**src/rtl/pm_evt_pkg.sv**
```systemverilog
package pm_evt_pkg;
  localparam int unsigned PM_W = 16;
  localparam int unsigned NSRC = 4;

  typedef enum logic [1:0] {
    SEL_NONE = 2'd0,
    SEL_STS  = 2'd1,
    SEL_EN   = 2'd2
  } pm_sel_e;

  // Status bit position for each event source: timer, global lock, power button, RTC.
  function automatic int unsigned src_bit(input int unsigned idx);
    case (idx)
      0:       return 0;
      1:       return 5;
      2:       return 8;
      default: return 10;
    endcase
  endfunction

  function automatic logic [PM_W-1:0] src_mask();
    logic [PM_W-1:0] m;
    m = '0;
    for (int unsigned i = 0; i < NSRC; i++) m[src_bit(i)] = 1'b1;
    return m;
  endfunction
endpackage

```
**src/rtl/pm_win_decode.sv**
```systemverilog
module pm_win_decode
  import pm_evt_pkg::*;
#(
  parameter int unsigned ADDR_W  = 16,
  parameter int unsigned WIN_LSB = 6,
  parameter int unsigned OFF_W   = 4
) (
  input  logic [ADDR_W-1:0]       addr_i,
  input  logic [ADDR_W-WIN_LSB-1:0] base_hi_i,
  input  logic                    win_en_i,
  input  logic                    rd_i,
  input  logic                    wr_i,
  input  logic                    wide_i,
  output logic                    claim_o,
  output logic                    rd_sts_o,
  output logic                    rd_en_o,
  output logic                    wr_sts_o,
  output logic                    wr_en_o
);
  localparam logic [OFF_W-1:0] OFF_STS = OFF_W'(0);
  localparam logic [OFF_W-1:0] OFF_EN  = OFF_W'(2);

  logic    hit;
  pm_sel_e sel;
  logic    unused_addr_bits;

  assign unused_addr_bits = ^addr_i[WIN_LSB-1:OFF_W];

  always_comb begin
    hit     = win_en_i && (addr_i[ADDR_W-1:WIN_LSB] == base_hi_i);
    claim_o = hit && (rd_i || wr_i);
    sel     = SEL_NONE;
    if (!wide_i) begin
      if (addr_i[OFF_W-1:0] == OFF_STS)     sel = SEL_STS;
      else if (addr_i[OFF_W-1:0] == OFF_EN) sel = SEL_EN;
    end
    rd_sts_o = claim_o && rd_i && (sel == SEL_STS);
    rd_en_o  = claim_o && rd_i && (sel == SEL_EN);
    wr_sts_o = claim_o && wr_i && (sel == SEL_STS);
    wr_en_o  = claim_o && wr_i && (sel == SEL_EN);
  end
endmodule

```
**src/rtl/pm_evt_regs.sv**
```systemverilog
module pm_evt_regs
  import pm_evt_pkg::*;
(
  input  logic            clk,
  input  logic            rst_n,
  input  logic [NSRC-1:0] evt_i,
  input  logic            wr_sts_i,
  input  logic            wr_en_i,
  input  logic            rd_sts_i,
  input  logic            rd_en_i,
  input  logic [PM_W-1:0] wdata_i,
  output logic [PM_W-1:0] sts_o,
  output logic [PM_W-1:0] en_o,
  output logic [PM_W-1:0] rdata_o
);
  logic [PM_W-1:0] sts_q, sts_d;
  logic [PM_W-1:0] en_q, en_d;
  logic            sts_ce, en_ce;

  // Next state: clear on write-one, then event set dominates.
  always_comb begin
    sts_d  = '0;
    for (int unsigned i = 0; i < NSRC; i++) begin
      sts_d[src_bit(i)] = evt_i[i] ||
                          (sts_q[src_bit(i)] && !(wr_sts_i && wdata_i[src_bit(i)]));
    end
    sts_ce = wr_sts_i || (|evt_i);
    en_d   = wdata_i;
    en_ce  = wr_en_i;
  end

  always_ff @(posedge clk or negedge rst_n) begin
    if (!rst_n)      sts_q <= '0;
    else if (sts_ce) sts_q <= sts_d;
  end

  always_ff @(posedge clk or negedge rst_n) begin
    if (!rst_n)     en_q <= '0;
    else if (en_ce) en_q <= en_d;
  end

  always_comb begin
    rdata_o = '0;
    if (rd_sts_i)     rdata_o = sts_q;
    else if (rd_en_i) rdata_o = en_q;
  end

  assign sts_o = sts_q;
  assign en_o  = en_q;

  for (genvar g = 0; g < NSRC; g++) begin : g_chk
    // an event pulse sets its status bit
    a_r4_evt_sets: assert property (@(posedge clk) disable iff (!rst_n)
      evt_i[g] |=> sts_q[src_bit(g)]);
    // a one written without a competing event clears the bit
    a_r5_w1c: assert property (@(posedge clk) disable iff (!rst_n)
      (wr_sts_i && wdata_i[src_bit(g)] && !evt_i[g]) |=> !sts_q[src_bit(g)]);
  end

  // enable write stores the full word
  a_r7_en_store: assert property (@(posedge clk) disable iff (!rst_n)
    wr_en_i |=> (en_q == $past(wdata_i)));
endmodule

```
**src/rtl/pm_sci_gen.sv**
```systemverilog
module pm_sci_gen
  import pm_evt_pkg::*;
(
  input  logic [PM_W-1:0] sts_i,
  input  logic [PM_W-1:0] en_i,
  output logic            sci_o
);
  localparam logic [PM_W-1:0] SCI_MASK = src_mask();

  assign sci_o = |(sts_i & en_i & SCI_MASK);
endmodule

```
**src/rtl/pm_event_sci.sv**
```systemverilog
module pm_event_sci
  import pm_evt_pkg::*;
#(
  parameter int unsigned ADDR_W  = 16,
  parameter int unsigned CFG_W   = 32,
  parameter int unsigned WIN_LSB = 6,
  parameter int unsigned OFF_W   = 4,
  parameter int unsigned SYNC_N  = 2
) (
  input  logic              clk,
  input  logic              rst_n,
  input  logic [CFG_W-1:0]  cfg_base_i,
  input  logic              cfg_win_en_i,
  input  logic [ADDR_W-1:0] io_addr_i,
  input  logic              io_rd_i,
  input  logic              io_wr_i,
  input  logic              io_wide_i,
  input  logic [PM_W-1:0]   io_wdata_i,
  output logic [PM_W-1:0]   io_rdata_o,
  output logic              io_claim_o,
  input  logic              evt_tmr_i,
  input  logic              evt_gbl_i,
  input  logic              evt_pwr_i,
  input  logic              evt_rtc_i,
  output logic              sci_o
);
  logic [SYNC_N-1:0] rst_pipe;
  logic              rst_int_n;
  logic              rd_sts, rd_en, wr_sts, wr_en;
  logic [PM_W-1:0]   sts, en;
  logic [NSRC-1:0]   evt;
  logic              unused_cfg_bits;

  assign unused_cfg_bits = ^{cfg_base_i[CFG_W-1:ADDR_W], cfg_base_i[WIN_LSB-1:0]};

  // Asynchronous assertion, synchronous release.
  always_ff @(posedge clk or negedge rst_n) begin
    if (!rst_n) rst_pipe <= '0;
    else        rst_pipe <= {rst_pipe[SYNC_N-2:0], 1'b1};
  end
  assign rst_int_n = rst_pipe[SYNC_N-1];

  assign evt = {evt_rtc_i, evt_pwr_i, evt_gbl_i, evt_tmr_i};

  pm_win_decode #(
    .ADDR_W (ADDR_W),
    .WIN_LSB(WIN_LSB),
    .OFF_W  (OFF_W)
  ) u_dec (
    .addr_i   (io_addr_i),
    .base_hi_i(cfg_base_i[ADDR_W-1:WIN_LSB]),
    .win_en_i (cfg_win_en_i),
    .rd_i     (io_rd_i),
    .wr_i     (io_wr_i),
    .wide_i   (io_wide_i),
    .claim_o  (io_claim_o),
    .rd_sts_o (rd_sts),
    .rd_en_o  (rd_en),
    .wr_sts_o (wr_sts),
    .wr_en_o  (wr_en)
  );

  pm_evt_regs u_regs (
    .clk     (clk),
    .rst_n   (rst_int_n),
    .evt_i   (evt),
    .wr_sts_i(wr_sts),
    .wr_en_i (wr_en),
    .rd_sts_i(rd_sts),
    .rd_en_i (rd_en),
    .wdata_i (io_wdata_i),
    .sts_o   (sts),
    .en_o    (en),
    .rdata_o (io_rdata_o)
  );

  pm_sci_gen u_sci (
    .sts_i(sts),
    .en_i (en),
    .sci_o(sci_o)
  );

  // SCI can only rise after an event or an enable write
  a_r8_sci_cause: assert property (@(posedge clk) disable iff (!rst_int_n)
    $rose(sci_o) |-> $past((|evt) || wr_en));
  // nothing is claimed while the window is off
  a_r11_off_no_claim: assert property (@(posedge clk) disable iff (!rst_int_n)
    !cfg_win_en_i |-> !io_claim_o);
  // wide reads return zero
  a_r9_wide_zero: assert property (@(posedge clk) disable iff (!rst_int_n)
    (io_rd_i && io_wide_i) |-> (io_rdata_o == '0));
  // unimplemented status bits never read back
  a_r10_unimpl: assert property (@(posedge clk) disable iff (!rst_int_n)
    rd_sts |-> ((io_rdata_o & ~src_mask()) == '0));
endmodule

```
**config.mk**
```make
export PLATFORM = sky130hd
export DESIGN_NAME = pm_event_sci
export DESIGN_NICKNAME = d
export VERILOG_FILES = /design/src/rtl/pm_evt_pkg.sv /design/src/rtl/pm_win_decode.sv /design/src/rtl/pm_evt_regs.sv /design/src/rtl/pm_sci_gen.sv /design/src/rtl/pm_event_sci.sv
export SDC_FILE = /design/constraint.sdc
export NUM_CORES = 1
export LEC_CHECK = 0
export CAP_MARGIN = 20
export CORE_MARGIN = 3
export CORE_UTILIZATION = 38
export CTS_BUF_LIST = sky130_fd_sc_hd__clkbuf_8
export DETAILED_ROUTE_END_ITERATION = 12
export PLACE_DENSITY_LB_ADDON = 0.12
export SYNTH_ARGS = -nofsm -noshare
export SYNTH_HDL_FRONTEND = slang
export SYNTH_SLANG_ARGS = --single-unit
```
**constraint.sdc**
```tcl
create_clock -name clk -period 6.76 [get_ports clk]
set_input_delay 2.028 -clock clk [delete_from_list [all_inputs] [get_ports clk]]
set_output_delay 2.028 -clock clk [all_outputs]
set_load 0.03 [all_outputs]
```
Word level (Yosys, flattened, before mapping)
Index checks and enable logic that the tools add are counted.
{"block": "word_totals", "reg_bits": 22, "input_bits": 74, "output_inout_bits": 18, "elab_cells": 42}
{"block": "op_classes", "n_eq_ne": 4, "muxes": 5, "bitwise": 1, "reduce_logical": 29}
{"operator": "2-to-1 mux 16 bit", "n": 2}
{"operator": "logical AND 1 bit", "n": 16}
{"operator": "AND 11 bit", "n": 1}
{"operator": "== test 10 bit", "n": 1}
{"operator": "OR reduction 4 bit", "n": 2}
{"operator": "logical OR 1 bit", "n": 6}
{"operator": "2-to-1 mux 2 bit", "n": 3}
{"operator": "== test 4 x 2 -> 1 bit (second input constant)", "n": 1}
{"operator": "zero test 1 bit", "n": 4}
{"operator": "zero test 4 bit", "n": 1}
{"operator": "== test 2 x 1 -> 1 bit (second input constant)", "n": 1}
{"operator": "== test 2 bit (second input constant)", "n": 1}

Longest topological paths before layout
{"block": "depth", "depth_word": 10, "depth_mapped": 6, "ltp_nobuf": 4}

By module
From an unflattened synthesis, not the netlist that was laid out.
{"block": "unflattened", "cells_unflattened": 112, "area_unflattened_um2": 1297.5}
{"module": "pm_evt_regs", "instances": 1, "cells_each": 77, "area_each_um2": 1019.7, "seq_area_each_um2": 500.5}
{"module": "pm_win_decode", "instances": 1, "cells_each": 29, "area_each_um2": 205.2, "seq_area_each_um2": 0.0}
{"module": "pm_event_sci", "instances": 1, "cells_each": 3, "area_each_um2": 53.8, "seq_area_each_um2": 50.0}
{"module": "pm_sci_gen", "instances": 1, "cells_each": 3, "area_each_um2": 18.8, "seq_area_each_um2": 0.0}

Worst setup path after synthesis
Ideal clock, no wire load.
{"block": "synth_path", "path_kind": "input-to-output", "from": "input cfg_base_i[11]", "to": "output io_rdata_o[11]", "arrival_time_ns": 4.237, "required_time_ns": 4.732, "slack_ns": 0.495, "path_stages": 6, "path_buffers": 2, "cell_sequence": "xor2_1 or4_4 or4_2 clkbuf_2 buf_6 nor3_1"}
{"block": "synth_via", "elab_chain_len": 7, "elab_cells_between_ends": 8, "cone_classes": "1 x eq/ne; 2 x mux; 5 x reduce/logical"}
{"element": "from (decl)", "line_no": "pm_event_sci.sv:12", "text": "input logic [CFG_W-1:0] cfg_base_i,"}
{"element": "== test 10 bit *", "line_no": "pm_win_decode.sv:30", "text": "hit = win_en_i && (addr_i[ADDR_W-1:WIN_LSB] == base_hi_i);"}
{"element": "logical AND 1 bit *", "line_no": "pm_win_decode.sv:30"}
{"element": "logical AND 1 bit *", "line_no": "pm_win_decode.sv:31", "text": "claim_o = hit && (rd_i || wr_i);"}
{"element": "logical AND 1 bit *", "line_no": "pm_win_decode.sv:37, pm_win_decode.sv:38"}
{"element": "logical AND 1 bit", "line_no": "pm_win_decode.sv:38", "text": "rd_en_o = claim_o && rd_i && (sel == SEL_EN);"}
{"element": "2-to-1 mux 16 bit", "line_no": "pm_evt_regs.sv:45", "text": "else if (rd_en_i) rdata_o = en_q;"}
{"element": "2-to-1 mux 16 bit *", "line_no": "pm_evt_regs.sv:44", "text": "if (rd_sts_i) rdata_o = sts_q;"}
{"element": "to (decl)", "line_no": "pm_event_sci.sv:19", "text": "output logic [PM_W-1:0] io_rdata_o,"}
Every way passes the cells marked *; elsewhere a longest branch is shown, timed or not.

Final worst setup path
{"block": "layout_path", "from": "input io_wr_i", "to": "output io_rdata_o[5]"}
{"block": "layout_via", "elab_chain_len": 6, "elab_cells_between_ends": 7, "cone_classes": "2 x mux; 5 x reduce/logical"}
{"element": "from (decl)", "line_no": "pm_event_sci.sv:16", "text": "input logic io_wr_i,"}
{"element": "logical OR 1 bit *", "line_no": "pm_win_decode.sv:31"}
{"element": "logical AND 1 bit *", "line_no": "pm_win_decode.sv:31"}
{"element": "logical AND 1 bit *", "line_no": "pm_win_decode.sv:37, pm_win_decode.sv:38"}
{"element": "logical AND 1 bit", "line_no": "pm_win_decode.sv:38"}
{"element": "2-to-1 mux 16 bit", "line_no": "pm_evt_regs.sv:45"}
{"element": "2-to-1 mux 16 bit *", "line_no": "pm_evt_regs.sv:44"}
Marked as above.

==> flow_summary.json <==
{
  "finalSetupViolCount": 0,
  "area.growth.synth_to_final_pct": 55.34,
  "swShare_pct": 20.32,
  "cts_buffers": 3,
  "cp-endpoint": "io_rdata_o[5]",
  "synth_nets": 189,
  "grt-ovfl-total": 0,
  "drc_errors": 0,
  "gp_congestion": 0.7537,
  "drv_slew": 0,
  "post_drt_wl_per_cell_um": 13.16,
  "synth_cell_types": 26,
  "met2_length_um": 1645,
  "rr_startpoint": "rst_pipe[1]$_DFF_PN0_",
  "cts_tree": "yes",
  "internal-power_uw": 215.1,
  "min-delay-path-class": "reg2async",
  "relSlewSlack_pct": 47.48,
  "crit_path_start_kind": "input pin",
  "switchingPower_uw": 54.86,
  "report.final.hold_viol_count": 0,
  "required_ns": 4.73,
  "combPwrFrac_pct": 15.9,
  "io_buffers": 67,
  "final_common_cell": "clkdlybuf4s50_1",
  "rsz0062_at_grt": "no",
  "pwr_density_cell_nw_per_um2": 138.7,
  "die_h_um": 63.41,
  "setup_tns_ns": 0,
  "synth-seq-area-share_pct": 43.96,
  "met3RoutedLength_um": 141,
  "clock_sinks": 22,
  "insertion_delay_ns": 0.26,
  "cp-end-kind": "output port",
  "initial_utilization_pct": 40.36,
  "antenna_found_initial": 0,
  "critical-path-max-stage-delay_ns": 0.75,
  "p_leak_nw": 0.8476,
  "syn_area_um2": 1252,
  "via_per_inst": 4.596,
  "drtIter0Drc": 57,
  "tightest_slew_ns": 0.7878,
  "die-area_um2": 4021,
  "r2r_cells": 0,
  "grt_first_pass_wirelength_um": 5175,
  "num_rows": 20,
  "rrSetupSlack_ns": 5.94,
  "fmax_mhz": 155.0,
  "syn_avg_cell_area_um2": 10.89,
  "critPathKind": "in2out",
  "yosysWarnings": 0,
  "cpMaxStageDelayCell": "or4_2",
  "dr.pass1.iters": 4,
  "ir_drop_uv": 181.8,
  "vias": 1034,
  "arrival_ns": 4.42,
  "die_w_um": 63.41,
  "finClkSkew_ns": 0.005227,
  "critPathMaxFanout": 16,
  "fin_crit_ns": 6.452,
  "outcome": "complete, no violations",
  "fillers": 298,
  "grt_max_degree": 21,
  "totalWireLength_um": 2960,
  "wl_met1_um": 1174,
  "yosysTopAreaCell": "dfrtp_1",
  "grt_use_total_pct": 15.92,
  "pin_count": 92,
  "post_cts_resized": 0,
  "p_total_uw": 269.9,
  "power.share.clock_pct": 34.3,
  "crit_path_cell_trace": "clkdlybuf4s50_1, o21ai_0, or4_4, or4_2, nor3b_1, buf_4",
  "fin_util_pct": 62.70,
  "diodes": 0,
  "core-area_um2": 3103,
  "first_global_vias": 1155,
  "r2r_end": "u_regs.en_o[0]$_DFFE_PN0P_",
  "cp-startpoint": "io_wr_i",
  "drive_above_1_share_pct": 22.10,
  "routed.top_layer": "met3",
  "fin_nets": 256,
  "cap_violations": 0,
  "synth_top_area_share_pct": 43.96,
  "pwr-share-seq_pct": 49.8,
  "cts_hold_buf": 0,
  "synth_cells": 115,
  "cts_buffer_depth": 2,
  "clk_pin_slew_ns": 0.08,
  "root_buffer": "clkbuf_8",
  "synth.area.top_cells": "dfrtp_1, mux2_4, mux2_2, nor3_1, xnor2_1",
  "synth_seq_cells": 22,
  "drtAntennaViolNets": 0,
  "cts_setup_buffers": 0,
  "fin_crit_sh_pct": 95.44,
  "cts_htree_levels": 1,
  "dp_hpwl_um": 2362,
  "layout_common_cells": "clkdlybuf4s50_1, dfrtp_1, buf_4"
}
## critical path, delay by kind of cell
family                 cells  cell delay [ns]
buffers and inverters      2             0.71
AND/OR/NAND/NOR            3             1.58
AO/OA/AOI/OAI              1             0.10
## logic make-up after synthesis
group	count (synthesis)	synth area share, %
XOR/XNOR	10	6.993
other	1	0.2994
AO/OA/AOI/OAI	7	3.595
AND/OR/NAND/NOR	33	15.39
buffers and inverters	22	9.191
multiplexers	20	20.58
flip-flops	22	43.96
## Yosys cell counts, drive strengths merged
library cell,instances
mux2,16
mux2i,4
dfrtp,22
nor4,2
nand3,2
clkbuf,3
a31oi,4
nor3b,4
xor2,3
o21ai,1
conb,1
or4,4
nand3b,1
a22oi,2
buf,3
nor3,13
xnor2,7
nand2,2
nor2,4
nand4,1
inv,16
## through the flow
step / hold slack [ns] / instances / setup WS (ns) / area (um^2)
after floorplan: 0.2535 / 115 / 0.4948 / 1252
after global placement: 0.3354 / 221 / 0.3003 / 1891
after detailed placement: 0.3502 / 221 / 0.3184 / 1891
after CTS: 0.3612 / 225 / 0.3128 / 1946
after global routing: 0.3782 / 225 / 0.2170 / 1946
final: 0.3251 / 225 / 0.3081 / 1946
## power by group through the flow
stage / combinational [mW] / sequential (mW) / clock [mW]
after global routing: 0.0462 / 0.135 / 0.103
after floorplan: 0.0107 / 0.137 / 0
final: 0.0429 / 0.134 / 0.0926
after global placement: 0.0423 / 0.137 / 0
after detailed placement: 0.0429 / 0.137 / 0
after CTS: 0.0432 / 0.135 / 0.0951
## worst min-delay path by stage
stage,start,endpoint,depth (start not counted)
after global routing,rst_pipe[0]$_DFF_PN0_,rst_pipe[1]$_DFF_PN0_,0
final,rst_pipe[1]$_DFF_PN0_,u_regs.sts_o[0]$_DFFE_PN0P_,0
after CTS,rst_pipe[1]$_DFF_PN0_,u_regs.sts_o[0]$_DFFE_PN0P_,0
after detailed placement,rst_pipe[0]$_DFF_PN0_,rst_pipe[1]$_DFF_PN0_,0
after global placement,rst_pipe[0]$_DFF_PN0_,rst_pipe[1]$_DFF_PN0_,0
after floorplan,rst_pipe[1]$_DFF_PN0_,u_regs.en_o[0]$_DFFE_PN0P_,0
## final cells by class
cell class | count | area, um^2 | area share [%]
clock buffers | 4 | 55.05 | 2.830
inverters | 16 | 60.06 | 3.087
multi-input cells | 71 | 586.8 | 30.16
flip-flops and latches | 22 | 550.5 | 28.30
well taps | 44 | 55.05 | 2.830
repair buffers | 68 | 638.1 | 32.80
## per-layer routing
metal	track usage, %	vias up
li1	-	523
met1	18.40	482
met2	29.60	29
met3	4.813	0
met4	1.617	0
met5	0	-
## flip-flops by register name (all words and copies together) (netlist names)
name          count
u_regs.en_o      16
rst_pipe          2
u_regs.sts_o      4
Power figures use the tool's default switching activity.
